--- config.mk ---
export PLATFORM = sky130hd
export DESIGN_NAME = zz_scan_seq
export DESIGN_NICKNAME = d
export VERILOG_FILES = /design/src/rtl/zz_scan_pkg.sv /design/src/rtl/zz_move_planner.sv /design/src/rtl/zz_coord_regs.sv /design/src/rtl/zz_scan_seq.sv
export SDC_FILE = /design/constraint.sdc
export NUM_CORES = 1
export LEC_CHECK = 0
export BUFFER_PORTS_ARGS = -buffer_cell sky130_fd_sc_hd__buf_2
export CORE_MARGIN = 5
export CORE_UTILIZATION = 40
export DETAILED_ROUTE_END_ITERATION = 8
export REMOVE_ABC_BUFFERS = 1
export SYNTH_ARGS = -nofsm -noshare
export SYNTH_HDL_FRONTEND = slang
export SYNTH_SLANG_ARGS = --single-unit
--- constraint.sdc ---
create_clock -name clk -period 2.67 [get_ports clk]
set_input_delay 0.534 -clock clk [delete_from_list [all_inputs] [get_ports clk]]
set_output_delay 0.534 -clock clk [all_outputs]
set_load 0.02 [all_outputs]
--- src/rtl/zz_scan_pkg.sv ---
package zz_scan_pkg;
  typedef enum logic [2:0] {
    ST_IDLE,
    ST_EAST0,
    ST_SW,
    ST_SOUTH,
    ST_NE,
    ST_EAST,
    ST_DONE
  } zz_state_e;
endpackage

--- src/rtl/zz_move_planner.sv ---
// Combinational planner: given the move about to be taken and the present
// address, computes the next address and which move follows it.
module zz_move_planner import zz_scan_pkg::*; #(
  parameter int GROUPS   = 3,
  parameter int DIAG_MAX = 8,
  parameter int CW       = 4,
  parameter int SW_W     = 4,
  parameter int GW       = 2
) (
  input  zz_state_e         cur_state,
  input  logic [CW-1:0]     cur_x,
  input  logic [CW-1:0]     cur_y,
  input  logic [SW_W-1:0]   step_cnt,
  input  logic [GW-1:0]     grp_cnt,
  output logic [CW-1:0]     nxt_x,
  output logic [CW-1:0]     nxt_y,
  output zz_state_e         nxt_state,
  output logic [SW_W-1:0]   nxt_step,
  output logic [GW-1:0]     nxt_grp,
  output logic              nxt_last
);
  localparam logic [CW-1:0]   ONE_C   = CW'(1);
  localparam logic [SW_W-1:0] DMAX    = SW_W'(DIAG_MAX);
  localparam logic [GW-1:0]   GRP_END = GW'(GROUPS - 1);

  always_comb begin
    nxt_x     = cur_x;
    nxt_y     = cur_y;
    nxt_state = cur_state;
    nxt_step  = step_cnt;
    nxt_grp   = grp_cnt;
    case (cur_state)
      ST_EAST0: begin
        nxt_x     = cur_x + ONE_C;
        nxt_step  = '0;
        // entering a diagonal already on its boundary skips it
        nxt_state = (nxt_x == ONE_C) ? ST_SOUTH : ST_SW;
      end
      ST_SW: begin
        nxt_x    = cur_x - ONE_C;
        nxt_y    = cur_y + ONE_C;
        nxt_step = step_cnt + SW_W'(1);
        if (nxt_x == ONE_C || nxt_step == DMAX) begin
          nxt_state = ST_SOUTH;
          nxt_step  = '0;
        end
      end
      ST_SOUTH: begin
        nxt_y     = cur_y + ONE_C;
        nxt_step  = '0;
        nxt_state = (nxt_y == ONE_C) ? ST_EAST : ST_NE;
      end
      ST_NE: begin
        nxt_x    = cur_x + ONE_C;
        nxt_y    = cur_y - ONE_C;
        nxt_step = step_cnt + SW_W'(1);
        if (nxt_y == ONE_C || nxt_step == DMAX) begin
          nxt_state = ST_EAST;
          nxt_step  = '0;
        end
      end
      ST_EAST: begin
        nxt_x    = cur_x + ONE_C;
        nxt_step = '0;
        if (grp_cnt == GRP_END) begin
          nxt_state = ST_DONE;
        end else begin
          nxt_grp   = grp_cnt + GW'(1);
          nxt_state = (nxt_x == ONE_C) ? ST_SOUTH : ST_SW;
        end
      end
      default: ;
    endcase
    nxt_last = (nxt_state == ST_DONE);
  end
endmodule

--- src/rtl/zz_coord_regs.sv ---
// Output stage: registered address, linear index, valid and last flags.
module zz_coord_regs #(
  parameter int DIM = 8,
  parameter int CW  = 4,
  parameter int AW  = 6
) (
  input  logic          clk,
  input  logic          rst,
  input  logic          load,
  input  logic          advance,
  input  logic [CW-1:0] nxt_x,
  input  logic [CW-1:0] nxt_y,
  input  logic          nxt_last,
  output logic [CW-1:0] x,
  output logic [CW-1:0] y,
  output logic [AW-1:0] lin,
  output logic          valid,
  output logic          last
);
  logic [AW-1:0] lin_nxt;

  always_comb begin
    lin_nxt = AW'((32'(nxt_y) - 32'd1) * 32'(DIM) + 32'(nxt_x) - 32'd1);
  end

  always_ff @(posedge clk) begin
    if (rst) begin
      x     <= CW'(1);
      y     <= CW'(1);
      lin   <= '0;
      valid <= 1'b0;
      last  <= 1'b0;
    end else if (load) begin
      x     <= CW'(1);
      y     <= CW'(1);
      lin   <= '0;
      valid <= 1'b1;
      last  <= 1'b0;
    end else if (advance) begin
      if (last) begin
        valid <= 1'b0;
        last  <= 1'b0;
      end else begin
        x    <= nxt_x;
        y    <= nxt_y;
        lin  <= lin_nxt;
        last <= nxt_last;
      end
    end
  end

  assert_hold_on_stall_R6: assert property (@(posedge clk) disable iff (rst)
    (valid && !advance) |=> (valid && $stable(x) && $stable(y) && $stable(lin) && $stable(last)));

  assert_linear_index_R10: assert property (@(posedge clk) disable iff (rst)
    valid |-> (32'(lin) == (32'(y) - 32'd1) * 32'(DIM) + 32'(x) - 32'd1));

  assert_unit_step_R4: assert property (@(posedge clk) disable iff (rst)
    (advance && !last) |=> (valid &&
      ((x == $past(x) + CW'(1) && y == $past(y)) ||
       (x == $past(x) && y == $past(y) + CW'(1)) ||
       (x == $past(x) + CW'(1) && y + CW'(1) == $past(y)) ||
       (x + CW'(1) == $past(x) && y == $past(y) + CW'(1)))));

  assert_first_corner_R2: assert property (@(posedge clk) disable iff (rst)
    load |=> (valid && x == CW'(1) && y == CW'(1) && lin == '0));
endmodule

--- src/rtl/zz_scan_seq.sv ---
module zz_scan_seq import zz_scan_pkg::*; #(
  parameter int DIM      = 8,
  parameter int GROUPS   = 3,
  parameter int DIAG_MAX = 8,
  localparam int CW      = $clog2(DIM + 1),
  localparam int AW      = $clog2(DIM * DIM),
  localparam int SW_W    = $clog2(DIAG_MAX + 1),
  localparam int GW      = (GROUPS > 1) ? $clog2(GROUPS) : 1
) (
  input  logic          clk,
  input  logic          rst,
  input  logic          start,
  input  logic          out_ready,
  output logic          out_valid,
  output logic [CW-1:0] out_x,
  output logic [CW-1:0] out_y,
  output logic [AW-1:0] out_addr,
  output logic          out_last,
  output logic          done
);
  localparam int FINAL_X = 2 * GROUPS + 2;

  zz_state_e        state, nxt_state;
  logic [SW_W-1:0]  step_cnt, nxt_step;
  logic [GW-1:0]    grp_cnt, nxt_grp;
  logic [CW-1:0]    nxt_x, nxt_y;
  logic             nxt_last;
  logic             handshake, load;

  assign handshake = out_valid & out_ready;
  assign load      = start & ~out_valid;

  zz_move_planner #(
    .GROUPS(GROUPS), .DIAG_MAX(DIAG_MAX), .CW(CW), .SW_W(SW_W), .GW(GW)
  ) u_plan (
    .cur_state(state), .cur_x(out_x), .cur_y(out_y),
    .step_cnt(step_cnt), .grp_cnt(grp_cnt),
    .nxt_x(nxt_x), .nxt_y(nxt_y), .nxt_state(nxt_state),
    .nxt_step(nxt_step), .nxt_grp(nxt_grp), .nxt_last(nxt_last)
  );

  zz_coord_regs #(.DIM(DIM), .CW(CW), .AW(AW)) u_regs (
    .clk(clk), .rst(rst), .load(load), .advance(handshake),
    .nxt_x(nxt_x), .nxt_y(nxt_y), .nxt_last(nxt_last),
    .x(out_x), .y(out_y), .lin(out_addr), .valid(out_valid), .last(out_last)
  );

  always_ff @(posedge clk) begin
    if (rst) begin
      state    <= ST_IDLE;
      step_cnt <= '0;
      grp_cnt  <= '0;
      done     <= 1'b0;
    end else if (load) begin
      state    <= ST_EAST0;
      step_cnt <= '0;
      grp_cnt  <= '0;
      done     <= 1'b0;
    end else if (handshake) begin
      state    <= nxt_state;
      step_cnt <= nxt_step;
      grp_cnt  <= nxt_grp;
      if (out_last) done <= 1'b1;
    end
  end

  assert_done_quiet_R8: assert property (@(posedge clk) disable iff (rst)
    done |-> !out_valid);

  assert_done_sticky_R8: assert property (@(posedge clk) disable iff (rst)
    (done && !start) |=> done);

  assert_last_at_corner_R7: assert property (@(posedge clk) disable iff (rst)
    (out_valid && out_last) |-> (out_x == CW'(FINAL_X) && out_y == CW'(1)));

  assert_busy_start_ignored_R9: assert property (@(posedge clk) disable iff (rst)
    (out_valid && start && !out_ready) |=> ($stable(state) && $stable(grp_cnt)));

  assert_diag_bound_R5: assert property (@(posedge clk) disable iff (rst)
    (out_valid && state == ST_SW) |-> (out_x != CW'(1)));
endmodule

* Word-level counts from Yosys, hierarchy flattened
Cells that the tools add are included.
Storage, ports and cells: memory bits (writable) 0, output and inout bits 17, memories 0, word-level logic and storage cells 67, ROM bits 0, bits in latches 0, bits in registers 26
Operators by class: muxes and demuxes 17, bitwise gates (word level) 5, $lt $le $gt $ge 0, equal/unequal tests 12, add/sub/neg operators 9, multiply operators 0, reduce and logical (&&, ||, !) cells 14, shift operators 0, div/mod/pow operators 0
Operator list (count):
- $eq A4 B1 Y1 const B | 4
- $pmux W4 S2 | 2
- $pmux W3 S5 | 1
- $add A4 B1 Y4 const B | 3
- $pmux W4 S3 | 1
- $eq A3 B3 Y1 const B | 3
- $mux W3 | 3
- $mux W1 | 8
- $mux W4 | 2
- $reduce_and A2 Y1 | 4
- $sub A4 B1 Y4 const B | 2
- $add A6 B4 Y6 | 1
- $eq A3 B2 Y1 const B | 2
- $reduce_or A3 Y1 | 2
- $sub A6 B1 Y6 const B | 1
- $eq A4 B4 Y1 const B | 1
- $reduce_bool A2 Y1 | 2
- $reduce_or A2 Y1 | 2
- $eq A3 B1 Y1 const B | 1
- $not A1 Y1 | 3
- $reduce_and A3 Y1 | 1
- $reduce_bool A3 Y1 | 1
- $sub A3 B1 Y3 const B | 1
- $add A2 B1 Y2 const B | 1
- other kinds (3) | 5

* Logic depth before layout (Yosys ltp)
depth after elaboration 7, gate-level depth with buffers 13

* Cells and area by module
From an unflattened synthesis, not the netlist that was laid out.
Second synthesis, totals: cells, all modules 267, area, all modules 2208.4 µm²
By module, submodules not included:
- zz_move_planner | area an instance 1023.5 µm², cells each 139, instances 1
- zz_coord_regs | area an instance 800.8 µm², cells each 91, instances 1
- zz_scan_seq | area an instance 384.1 µm², cells each 37, instances 1

* Least setup slack after synthesis
OpenSTA, ideal clock, no wires.
kind reg-to-reg, from reg u_regs.x[0], to reg u_regs.lin[5], data arrival time 2.692 ns, setup slack -0.151 ns, setup time 0.129 ns, cell stages (with the launch flop) 14, data required time 2.541 ns, cells stage by stage dfxtp_1 -> buf_6 -> inv_1 -> ha_1 -> nor3_1 -> a21oi_1 -> mux2i_1 -> inv_1 -> ha_1 -> fa_1 -> a21o_1 -> a21oi_1 -> xnor2_1 -> o31ai_2
Between the ends: word-level cells in the longest chain between the ends 4
RTL lines:
- start, declared | RTL line zz_coord_regs.sv:14 | output logic [CW-1:0] x,
- start signal, assigned | RTL line zz_coord_regs.sv:44 | x <= nxt_x;
- $add A4 B1 Y4 or $sub A4 B1 Y4 (tied branches)
- $pmux W4 S2 (*) | RTL line zz_move_planner.sv:32 | case (cur_state)
- net nxt_x[1] | RTL line zz_scan_seq.sv:26 | logic [CW-1:0] nxt_x, nxt_y;
- $add A6 B4 Y6 (*) | RTL line zz_coord_regs.sv:23 | lin_nxt = AW'((32'(nxt_y) - 32'd1) * 32'(DIM) + 32'(nxt_x) - 32'd1);
- $sub A6 B1 Y6 (*) | RTL line zz_coord_regs.sv:23
- end signal, assigned | RTL line zz_coord_regs.sv:46 | lin <= lin_nxt;
- end, declared | RTL line zz_coord_regs.sv:16 | output logic [AW-1:0] lin,
Mark *: on every way through the listed nets, which the timed path passes. The rest lies on a longest branch. A chain may end at the register's enable or synchronous reset.

* Final worst setup path
Same ends and word-level chain as after synthesis.

==> results.cfg <==
[final_layout]
nNetsFinal = 292
most_common_cell_after_layout_fill_and_taps_aside = dfxtp_1
count_of_antenna_diodes_in_the_layout = 0
layout_common_cells = dfxtp_1, nand2_1, a21oi_1, buf_2, nor2_1
fraction_of_final_layout_cells_with_drive_strength_greater_than_1 = 0.215
postLayoutCellArea_sq_um = 2280
synthToLayoutAreaGrowth_pct = 13.8
layout.cells.non_filler = 337

[setup_path]
worst-endpoint-required_ps = 2810
critical-path-max-stage-delay_ps = 390
critical_path.endpoint = u_regs.lin[5]
ff2ff_path_depth = 12
worst_setup_ep_type = register
worstReg2RegEnd = u_regs.lin[5]
critical_path.max_fanout = 7
timing_worst_setup_path_type = reg2reg
worstPathBufferInverterCount = 2
cp_launch_point = u_regs.x[0]
crit_chain = inv_1 -> ha_1 -> nor3_2 -> a21oi_1 -> mux2i_1 -> inv_1 -> ha_1 -> fa_2 -> a21o_1 -> a21oi_2 -> xnor2_1 -> o31ai_2
crit_path_slowest_cell = dfxtp_4
cpLargestDelayFamily = adder cells
ff2ff_setup_slack_ps = 200
crit_arrival_ps = 2610
worstReg2RegStart = u_regs.x[0]
crit_cells = 12
startpoint_type = register

[place]
io_buffers = 20
place_hpwl_microns = 3310
place.detailed.instances = 333
placed_cell_area_sq_um = 2200
place_ws_ps = 16.9
routabilityCongestion = 0.841

[run]
cap_violations = 0

[cts]
clkSlewWorstSetupHoldPaths_ps = 90
cts-buffers-inserted = 3
clk_root_buffer_cell = clkbuf_8
clock_sink_count = 26
htree_num_levels = 1
ctsLongestPathBuffers = 2
tritoncts = built
clk-insertion-delay-late_ps = 270

[power]
leakagePower_nw = 0.886
power_after_layout_w = 0.000806
pwr_density_cell_nw_per_um2 = 353
worst_ir_drop_vdd_mv = 0.194

[drt]
dr_total_vias = 1779
starting_drt_drc_count = 86
dr_wl_met3_microns = 177
m1WireLength_microns = 2250
routed_via_density = 5.28
routed_wire_length_per_instance_microns = 13.4
post_detailed_routing_wire_length_microns = 4520
drcViolationCount = 0
route.antenna.remaining_nets = 0
drt_first_pass_iters = 4
top_routing_layer_in_use = met4
route.met2.wl_microns = 2050

[floorplanning]
row_count = 25
starting_utilization_of_the_core_area = 0.419
design.portCount = 21
fp.dieArea_sq_um = 6530
floorplan.core_area_sq_um = 4790
die_height_microns = 80.8
fp.dieW_microns = 80.8

[global_routing]
grt_use_total = 0.149
first_pass_grt_wire_length_microns = 7870
grt.overflow.total = 0
grt_start_max_net_pins = 19
initial_antenna_violation_count = 0
first_global_vias = 1650

[sta]
worst_clock_skew_ps = 2.68
max_clock_freq_mhz = 404
worst_slew_pin_slew_ps = 951
fin_crit_sh = 0.926
finalWorstPathRequiredPeriod_ps = 2470
drv_slew = 0
report.final.hold_viol_count = 0
max_slew_margin = 0.366
setup-violations-final = 0
hold_ws_ps = 454
finalWorstSetupSlack_ps = 197

[synth]
syn-cell-area_sq_um = 2010
postSynth.asyncResetShare = 0
postSynth.topFlopCell = dfxtp_1
number_of_synthesis_warnings = 0
post_synth.cell_area_avg_sq_um = 8.12
synth.distinct_cells = 62
syn-instance-count = 247
yosys_register_bits = 26
synth_enable_flop_cells = 0
ys_seq_area_frac = 0.260

[status]
result_of_the_run = completed

[hold_path]
hp-class = reg2reg
-- synth_stat cells (2+ instances only) --
cell type | n | share of area
dfxtp_1 | 26 | 0.26
a21oi_1 | 21 | 0.052
nand2_1 | 21 | 0.039
nor2_1 | 19 | 0.036
ha_1 | 16 | 0.10
o21ai_0 | 13 | 0.032
xnor2_1 | 12 | 0.052
inv_1 | 11 | 0.021
buf_2 | 9 | 0.022
nor3_1 | 7 | 0.017
mux2i_1 | 4 | 0.020
nand3_1 | 4 | 0.010
or3_1 | 4 | 0.012
xor2_1 | 4 | 0.017
a211oi_1 | 3 | 0.011
a31oi_1 | 3 | 0.0094
and2_1 | 3 | 0.0094
buf_6 | 3 | 0.017
nand2b_1 | 3 | 0.0094
nand3b_1 | 3 | 0.011
nor3b_1 | 3 | 0.011
o21ai_1 | 3 | 0.0075
a211o_1 | 2 | 0.0087
a21o_1 | 2 | 0.0075
a221oi_1 | 2 | 0.0087
a22oi_1 | 2 | 0.0075
a311oi_1 | 2 | 0.0087
a31oi_2 | 2 | 0.012
and3_1 | 2 | 0.0062
and4b_1 | 2 | 0.010
clkbuf_1 | 2 | 0.0037
nand4_1 | 2 | 0.0062
nor2b_1 | 2 | 0.0062
o22ai_1 | 2 | 0.0062
-- flip-flops by register name, indices dropped and copies added (netlist names) --
name	cells
u_regs.lin	6
grp_cnt	2
step_cnt	4
state	3
done	1
u_regs.x	4
u_regs.y	4
u_regs.valid	1
u_regs.last	1
-- cell families (layout without fill, tap and decap cells) --
kind of cell | after synthesis | count (layout) | share of synthesized area
buf+inv | 29 | 52 | 0.0786
flops | 26 | 26 | 0.260
compound gates | 68 | 68 | 0.227
xor+xnor | 16 | 16 | 0.0699
simple gates | 87 | 87 | 0.235
fa+ha+maj | 17 | 17 | 0.110
mux | 4 | 4 | 0.0200
-- per-stage QoR --
stage	setup TNS, ps	utilization
5_1_grt	-1.30	0.477
6_report	0	0.477
4_1_cts	0	0.472
3_5_place_dp	0	0.460
2_1_floorplan	-219	-
3_3_place_gp	0	0.460
-- per-layer routing --
layer / vias to the layer above / track usage
met3: 4 / 0.0200
met5: - / 0
li1: 926 / -
met4: 0 / 0.0389
met1: 820 / 0.214
met2: 29 / 0.234
-- area by class of cell --
cell class,instances,area [sq um]
fillers,490,2500
multi-input cells,192,1350
flip-flops and latches,26,524
repair buffers,37,228
well taps,67,83.8
clock buffers,4,55.1
inverters,11,41.3
-- worst reg2reg max path, cell delays in order, from the launching register on --
cell	delay [ps]
dfxtp_4	390
inv_1	60
ha_1	310
nor3_2	120
a21oi_1	60
mux2i_1	180
inv_1	70
ha_1	230
fa_2	360
a21o_1	200
a21oi_2	150
xnor2_1	150
o31ai_2	70
-- report_power, final --
part | internal [W] | switching [W] | leakage [nW]
Sequential | 0.000394 | 0.00000842 | 0.210
Clock | 0.000132 | 0.000129 | 0.0288
Combinational | 0.0000613 | 0.0000823 | 0.647
-- repair_timing --
item | CTS | global route
pin swaps | 0 | 1
gates resized for setup | 1 | 5
buffers inserted | 0 | 0
hold buffers | 0 | 0
setup endpoints to repair | 1 | 1
-- worst min path at each step --
stage,start,endpoint,cells after the start
after CTS,rst,u_regs.valid,2
after floorplan,grp_cnt[1],grp_cnt[1],2
after global placement,u_regs.lin[4],u_regs.lin[4],2
after global routing,rst,u_regs.valid,2
final,u_regs.lin[4],u_regs.lin[4],2
after detailed placement,u_regs.lin[4],u_regs.lin[4],2
(Power assumes the default switching activity.)
